`src/rtl/phy_duplex_resolver_pkg.sv`:
```
package phy_duplex_resolver_pkg;

  // MII management register addresses
  localparam logic [4:0] REG_STATUS  = 5'd1;
  localparam logic [4:0] REG_PARTNER = 5'd5;

  // status register fields
  localparam int unsigned LINK_BIT     = 2;
  localparam logic [15:0] ABSENT_WORD  = 16'hFFFF;

  // ability slice kept from partner/advertisement words (bits 9..6)
  localparam int unsigned ABIL_LO = 6;
  localparam int unsigned ABIL_HI = 9;
  localparam int unsigned ABIL_W  = ABIL_HI - ABIL_LO + 1;

  // positions inside the slice
  localparam int unsigned AB_T4   = 3;
  localparam int unsigned AB_TXFD = 2;
  localparam int unsigned AB_TXHD = 1;
  localparam int unsigned AB_TFD  = 0;

  typedef enum logic [1:0] {
    RES_SAME    = 2'd0,
    RES_CHANGED = 2'd1,
    RES_NOLINK  = 2'd2,
    RES_ABSENT  = 2'd3
  } res_e;

  typedef enum logic [1:0] {
    V_RESOLVE = 2'd0,
    V_NOLINK  = 2'd1,
    V_ABSENT  = 2'd2
  } verdict_e;

  typedef enum logic [2:0] {
    S_IDLE,
    S_ASK_ST,
    S_GET_ST,
    S_ASK_LP,
    S_GET_LP,
    S_ASK_RE,
    S_GET_RE,
    S_EVAL
  } seq_e;

endpackage

```
`src/rtl/pdr_sequencer.sv`:
```
module pdr_sequencer
  import phy_duplex_resolver_pkg::*;
#(
  parameter int unsigned ADDR_W = 5,
  parameter int unsigned DATA_W = 16
) (
  input  logic              clk,
  input  logic              rst_n,
  input  logic              start,
  input  logic [ADDR_W-1:0] phy_addr,
  input  logic [DATA_W-1:0] local_adv,
  input  logic              fd_lock,
  output logic              busy,
  output logic              req_valid,
  input  logic              req_ready,
  output logic [ADDR_W-1:0] req_phy,
  output logic [ADDR_W-1:0] req_reg,
  input  logic              rsp_valid,
  output logic              rsp_ready,
  input  logic [DATA_W-1:0] rsp_data,
  output logic              eval_go,
  output verdict_e          verdict,
  output logic [ABIL_W-1:0] partner_abil,
  output logic [ABIL_W-1:0] adv_abil,
  output logic              lock_q
);

  seq_e              state;
  logic [ADDR_W-1:0] phy_q;
  logic [DATA_W-1:0] status_q;

  always_ff @(posedge clk) begin
    if (!rst_n) begin
      state        <= S_IDLE;
      phy_q        <= '0;
      status_q     <= '0;
      partner_abil <= '0;
      adv_abil     <= '0;
      lock_q       <= 1'b0;
      verdict      <= V_RESOLVE;
    end else begin
      unique case (state)
        S_IDLE: if (start) begin
          phy_q    <= phy_addr;
          adv_abil <= local_adv[ABIL_HI:ABIL_LO];
          lock_q   <= fd_lock;
          state    <= S_ASK_ST;
        end
        S_ASK_ST: if (req_ready) state <= S_GET_ST;
        S_GET_ST: if (rsp_valid) begin
          status_q <= rsp_data;
          state    <= S_ASK_LP;
        end
        S_ASK_LP: if (req_ready) state <= S_GET_LP;
        S_GET_LP: if (rsp_valid) begin
          partner_abil <= rsp_data[ABIL_HI:ABIL_LO];
          if (status_q == ABSENT_WORD) begin
            verdict <= V_ABSENT;
            state   <= S_EVAL;
          end else if (status_q[LINK_BIT]) begin
            verdict <= V_RESOLVE;
            state   <= S_EVAL;
          end else begin
            state   <= S_ASK_RE;   // latched-low link bit: one retry
          end
        end
        S_ASK_RE: if (req_ready) state <= S_GET_RE;
        S_GET_RE: if (rsp_valid) begin
          verdict <= rsp_data[LINK_BIT] ? V_RESOLVE : V_NOLINK;
          state   <= S_EVAL;
        end
        S_EVAL: state <= S_IDLE;
        default: state <= S_IDLE;
      endcase
    end
  end

  always_comb begin
    req_valid = (state == S_ASK_ST) || (state == S_ASK_LP) || (state == S_ASK_RE);
    rsp_ready = (state == S_GET_ST) || (state == S_GET_LP) || (state == S_GET_RE);
    req_reg   = (state == S_ASK_LP) ? REG_PARTNER : REG_STATUS;
    req_phy   = phy_q;
    busy      = (state != S_IDLE);
    eval_go   = (state == S_EVAL);
  end

  AST_REQ_HOLD: assert property (@(posedge clk) disable iff (!rst_n)
    req_valid && !req_ready |=> req_valid && $stable(req_reg) && $stable(req_phy));
  AST_ONE_SIDE: assert property (@(posedge clk) disable iff (!rst_n)
    !(req_valid && rsp_ready));
  AST_IDLE_QUIET: assert property (@(posedge clk) disable iff (!rst_n)
    !busy |-> !req_valid && !rsp_ready);
  AST_EVAL_SINGLE: assert property (@(posedge clk) disable iff (!rst_n)
    eval_go |=> !eval_go && !busy);

endmodule

```
`src/rtl/pdr_ability_resolve.sv`:
```
module pdr_ability_resolve
  import phy_duplex_resolver_pkg::*;
#(
  parameter int unsigned MODE_W = 32,
  parameter int unsigned TH_BIT = 22,
  parameter int unsigned FD_BIT = 9
) (
  input  logic [ABIL_W-1:0] partner_abil,
  input  logic [ABIL_W-1:0] adv_abil,
  input  logic              lock,
  input  logic [MODE_W-1:0] cur_mode,
  output logic [MODE_W-1:0] next_mode
);

  logic [ABIL_W-1:0] common;
  logic              fast;
  logic              full;

  always_comb begin
    common = partner_abil & adv_abil;
    fast   = common[AB_T4] | common[AB_TXFD] | common[AB_TXHD];
    full   = lock | common[AB_TXFD]
           | (common[AB_TFD] & ~common[AB_TXHD] & ~common[AB_TXFD]);
    next_mode         = cur_mode;
    next_mode[TH_BIT] = ~fast;
    next_mode[FD_BIT] = full;
  end

endmodule

```
`src/rtl/pdr_mode_store.sv`:
```
module pdr_mode_store
  import phy_duplex_resolver_pkg::*;
#(
  parameter int unsigned      MODE_W    = 32,
  parameter logic [MODE_W-1:0] MODE_INIT = '0
) (
  input  logic              clk,
  input  logic              rst_n,
  input  logic              eval_go,
  input  verdict_e          verdict,
  input  logic [MODE_W-1:0] next_mode,
  output logic [MODE_W-1:0] mode_word,
  output logic              restart,
  output logic              done,
  output res_e              result
);

  always_ff @(posedge clk) begin
    if (!rst_n) begin
      mode_word <= MODE_INIT;
      restart   <= 1'b0;
      done      <= 1'b0;
      result    <= RES_SAME;
    end else begin
      restart <= 1'b0;
      done    <= eval_go;
      if (eval_go) begin
        unique case (verdict)
          V_ABSENT: result <= RES_ABSENT;
          V_NOLINK: result <= RES_NOLINK;
          default: begin
            if (next_mode != mode_word) begin
              mode_word <= next_mode;
              restart   <= 1'b1;
              result    <= RES_CHANGED;
            end else begin
              result    <= RES_SAME;
            end
          end
        endcase
      end
    end
  end

  AST_RESTART_MEANS_CHANGE: assert property (@(posedge clk) disable iff (!rst_n)
    restart |-> mode_word != $past(mode_word));
  AST_CHANGE_MEANS_RESTART: assert property (@(posedge clk) disable iff (!rst_n)
    mode_word != $past(mode_word) |-> restart && done && result == RES_CHANGED);
  AST_ABSENT_HOLDS: assert property (@(posedge clk) disable iff (!rst_n)
    done && result == RES_ABSENT |-> $stable(mode_word) && !restart);
  AST_NOLINK_HOLDS: assert property (@(posedge clk) disable iff (!rst_n)
    done && result == RES_NOLINK |-> $stable(mode_word) && !restart);
  AST_DONE_PULSE: assert property (@(posedge clk) disable iff (!rst_n)
    done |=> !done);

endmodule

```
`src/rtl/phy_duplex_resolver.sv`:
```
module phy_duplex_resolver
  import phy_duplex_resolver_pkg::*;
#(
  parameter int unsigned       ADDR_W    = 5,
  parameter int unsigned       DATA_W    = 16,
  parameter int unsigned       MODE_W    = 32,
  parameter int unsigned       TH_BIT    = 22,
  parameter int unsigned       FD_BIT    = 9,
  parameter logic [MODE_W-1:0] MODE_INIT = '0
) (
  input  logic              clk,
  input  logic              rst_n,
  input  logic              start,
  input  logic [ADDR_W-1:0] phy_addr,
  input  logic [DATA_W-1:0] local_adv,
  input  logic              fd_lock,
  output logic              busy,
  output logic              req_valid,
  input  logic              req_ready,
  output logic [ADDR_W-1:0] req_phy,
  output logic [ADDR_W-1:0] req_reg,
  input  logic              rsp_valid,
  output logic              rsp_ready,
  input  logic [DATA_W-1:0] rsp_data,
  output logic [MODE_W-1:0] mode_word,
  output logic              restart,
  output logic              done,
  output logic [1:0]        result
);

  logic              eval_go;
  verdict_e          verdict;
  logic [ABIL_W-1:0] partner_abil;
  logic [ABIL_W-1:0] adv_abil;
  logic              lock_q;
  logic [MODE_W-1:0] next_mode;
  res_e              res_q;

  pdr_sequencer #(.ADDR_W(ADDR_W), .DATA_W(DATA_W)) u_seq (
    .clk, .rst_n, .start, .phy_addr, .local_adv, .fd_lock, .busy,
    .req_valid, .req_ready, .req_phy, .req_reg,
    .rsp_valid, .rsp_ready, .rsp_data,
    .eval_go, .verdict, .partner_abil, .adv_abil, .lock_q
  );

  pdr_ability_resolve #(.MODE_W(MODE_W), .TH_BIT(TH_BIT), .FD_BIT(FD_BIT)) u_res (
    .partner_abil, .adv_abil, .lock(lock_q), .cur_mode(mode_word), .next_mode
  );

  pdr_mode_store #(.MODE_W(MODE_W), .MODE_INIT(MODE_INIT)) u_store (
    .clk, .rst_n, .eval_go, .verdict, .next_mode,
    .mode_word, .restart, .done, .result(res_q)
  );

  assign result = res_q;

  AST_BUSY_AFTER_START: assert property (@(posedge clk) disable iff (!rst_n)
    !busy && start |=> busy && req_valid && req_reg == REG_STATUS);
  AST_DONE_ENDS_PASS: assert property (@(posedge clk) disable iff (!rst_n)
    done |-> !busy);

endmodule

```
`config.mk`:
```
export PLATFORM = sky130hd
export DESIGN_NAME = phy_duplex_resolver
export DESIGN_NICKNAME = d
export VERILOG_FILES = /design/src/rtl/phy_duplex_resolver_pkg.sv /design/src/rtl/pdr_sequencer.sv /design/src/rtl/pdr_ability_resolve.sv /design/src/rtl/pdr_mode_store.sv /design/src/rtl/phy_duplex_resolver.sv
export SDC_FILE = /design/constraint.sdc
export NUM_CORES = 1
export LEC_CHECK = 0
export BUFFER_PORTS_ARGS = -buffer_cell sky130_fd_sc_hd__buf_2
export CORE_AREA = 2 2 97 99
export DETAILED_ROUTE_END_ITERATION = 12
export DIE_AREA = 0 0 99 101
export HOLD_SLACK_MARGIN = 0.03
export SYNTH_ARGS = -nofsm -noshare
export SYNTH_HDL_FRONTEND = slang
export SYNTH_HIERARCHICAL = 1
export SYNTH_SLANG_ARGS = --single-unit
export TNS_END_PERCENT = 20
```
`constraint.sdc`:
```
create_clock -name clk -period 3.6 [get_ports clk]
set_clock_uncertainty 0.05 [all_clocks]
set_input_delay 0.72 -clock clk [delete_from_list [all_inputs] [get_ports clk]]
set_output_delay 0.72 -clock clk [all_outputs]
set_load 0.01 [all_outputs]
```
==> results.ini <==
[clock_network]
cts_root_buffer=clkbuf_8
cts.sinks=71
post-cts-setup-buffer-count=0
postCtsResizedCells=0
numCtsBuffers=9
insertion_delay_ns=0.34
cts.clk_slew.worst_paths_ns=0.08
clockBufferDepth=2
h-tree-depth=3
cts_tree=done
cts.hold.buffers_added=0

[setup_path]
end_kind=flip-flop
reg2regPathDepth=5
critical-path-top-delay-family=flip-flops
crit_cells=5
rr_endpoint=u_store/mode_word[10]
worstReg2RegStart=u_seq/state[0]
critPathLaunchType=flip-flop
path_cells=and3_2 -> nand2_1 -> a21oi_4 -> buf_4 -> mux2i_1
worstPathArrival_ns=2.65
cp_max_fo=18
ff2ff_setup_slack_ns=1.17
cpPeakStageDelay_ns=0.62
cp.required_ns=3.82
crit_slowest_cell=dfxtp_1
criticalPathCategory=reg2reg
timing.critical_path.buf_inv=1

[global_routing]
grt_pass1_vias=2415
antenna_found_initial=0
grt_start_max_net_pins=58
grt_first_pass_wirelength_um=11200
grt_usage_pct=13.9
grt-ovfl-total=0

[floorplan]
core-area_um2=8980
rows=35
initial_utilization_pct=40.0
die_y_um=101
die-area_um2=10000
die_x_um=99
ios=92

[timing]
finalCritPeriodShare_pct=67.6
period_needed_ns=2.43
clock.fmax_mhz=411
slew_violations=0
hold_viol_final=0
fin_ws_ns=1.17
relSlewSlack_pct=51.9
tightest_slew_ns=0.722
finalSetupViolCount=0
fin_setup_tns_ns=0
rsz0062_at_grt=no

[routing]
drc_errors=0
routed_wl_um=6690
post_drt_wl_per_cell_um=11.9
drt-vias-per-instance=4.64
dr.pass1.iters=4
postRouteAntennaNets=0
drtIter0Drc=31
num_vias=2615

[power_and_ir_drop]
peakVddDrop_mv=0.188
intPower_uw=1110
power_frac_seq_pct=54.8
p_leak_uw=0.00147
netSwitchingFraction_pct=25.4
switching_power_uw=379
clock_power_share_pct=37.9
pwr-share-comb_pct=7.2
power_density_nw_per_um2=380

[min_path]
whs_path_depth=2
hold_start=u_seq/adv_abil[1]
hold_class=reg2reg
min_to=u_seq/adv_abil[1]

[logic_synthesis]
synthSimpleGateAreaFrac_pct=20.9
async_flop_share_pct=0
synth.avg_cell_area_um2=8.69
muxShareOfSynthArea_pct=10.9
synth-compound-area-share_pct=8.68
synth_seq_area_share_pct=39.6
yosys.area_share.xor_xnor_pct=7.81
synth_seq_cells=71
syn_inst=413
synthesis.area_um2=3590
synth_fa_ha_area_share_pct=0.349
synth_enable_flop_cells=0
synth_warnings=6
synth_top_family_by_area=simple AND/OR/NAND/NOR gates
ys_types=42
synthFlopType=dfxtp_1

[cells_and_area]
final_cells=563
area_growth_pct=9.14
drive_gt1_share_pct=22.8
fillers=921
antenna_cells=0
final_nets=491

[place]
port-buffer-count=75
post-place-ws_ns=1.15
gp_congestion=0.788
dp.cells=547
dpl.hpwl_um=4810

[run]
maxCapViolCount=0

[outcome]
status=completed

==> through the flow <==
stage / cell area [µm²] / power, µW / utilization [%] / hold WS (ns)
final: 3920 / 1490 / 43.6 / 0.405
after global routing: 3920 / 1560 / 43.6 / 0.431
after floorplan: 3600 / 911 / - / 0.381
after detailed placement: 3740 / 945 / 41.7 / 0.397
after global placement: 3740 / 942 / 41.7 / 0.390
after CTS: 3920 / 1520 / 43.6 / 0.406
==> layer usage <==
metal,wire length (µm),up-vias,GRT usage (%)
li1,-,1384,-
met1,3110,1166,17.1
met2,3170,59,23.0
met3,361,6,4.65
met4,53,0,4.11
met5,0,-,0
==> worst max path at each step <==
stage	from	end	slack, ns
after detailed placement	u_seq/state[0]	u_store/mode_word[4]	1.15
after CTS	u_seq/state[0]	u_store/mode_word[10]	1.13
final	u_seq/state[0]	u_store/mode_word[10]	1.17
after global placement	u_seq/partner_abil[1]	u_store/mode_word[22]	1.13
after global routing	u_seq/state[2]	u_store/mode_word[23]	0.92
after floorplan	u_seq/partner_abil[1]	u_store/result[0]	1.71
==> cell usage after synthesis (2+ instances only) <==
library cell  number  area share (%)
xnor2_1           32             7.8
dfxtp_1           71              40
nand2_1          120              13
clkbuf_1          11             1.2
mux2i_1           38              11
nor3_1             2            0.28
and2_1             4            0.70
nor2_1             8            0.84
o21ai_0            2            0.28
nor4_1             2            0.35
conb_1             2            0.21
a21boi_1          20             4.2
buf_4             37             7.7
a21oi_1            5            0.70
o21ai_1            2            0.28
inv_1              3            0.31
a21boi_0           6             1.3
buf_6              7             2.2
nand2b_1           2            0.35
o211ai_1           2            0.42
nor2b_1            6             1.0
nand4_1           11             1.9
==> worst register-to-register path, stage by stage (launching register included) <==
cell     delay (ns)
dfxtp_1        0.62
and3_2         0.34
nand2_1        0.13
a21oi_4        0.56
buf_4          0.43
mux2i_1        0.23
==> cell type report <==
type | count | area (µm²) | area share [%]
Clock buffer | 10 | 138 | 3.51
Sequential cell | 71 | 1420 | 36.3
Multi-Input combinational cell | 285 | 1770 | 45.1
Timing Repair Buffer | 77 | 403 | 10.3
Inverter | 3 | 11.3 | 0.288
Tap cell | 111 | 139 | 3.55
Clock inverter | 6 | 36.3 | 0.927
==> cells in the final DEF (no fill, tap or decap), types with 4 or more instances in the layout <==
| cell | netlist | final |
|---|---|---|
| nand2_1 | 120 | 120 |
| buf_2 | 1 | 75 |
| dfxtp_1 | 71 | 71 |
| mux2i_1 | 38 | 38 |
| xnor2_1 | 32 | 32 |
| a21boi_1 | 20 | 20 |
| nand4_1 | 11 | 11 |
| clkbuf_8 | 0 | 10 |
| nor2_1 | 8 | 8 |
| nor2b_1 | 6 | 6 |
| a21boi_0 | 6 | 6 |
| a21oi_1 | 5 | 5 |
| clkinv_2 | 0 | 4 |
| and2_1 | 4 | 4 |
| conb_1 | 2 | 4 |
==> power by group through the flow <==
stage          Clock (µW)  Sequential, µW  Combinational [µW]
6_report              565             816                 108
3_5_place_dp            0             835                 110
2_1_floorplan           0             828                83.0
5_1_grt               622             819                 123
4_1_cts               589             816                 110
3_3_place_gp            0             834                 108
==> flip-flops by register name, summed over array words and instances (netlist names) <==
name,flops
u_store/mode_word,32
u_seq/status_q,16
u_seq/req_phy,5
u_seq/adv_abil,4
u_seq/partner_abil,4
u_seq/state,3
u_seq/verdict,2
u_store/result,2
u_seq/lock_q,1
u_store/done,1
u_store/restart,1
==> cell families after synthesis <==
| logic type | Yosys count |
|---|---|
| flops | 71 |
| xor+xnor | 32 |
| simple gates | 166 |
| compound gates | 43 |
| buf+inv | 59 |
| mux | 39 |
| other cells | 2 |
| fa+ha+maj | 1 |
(Power assumes the default switching activity.)
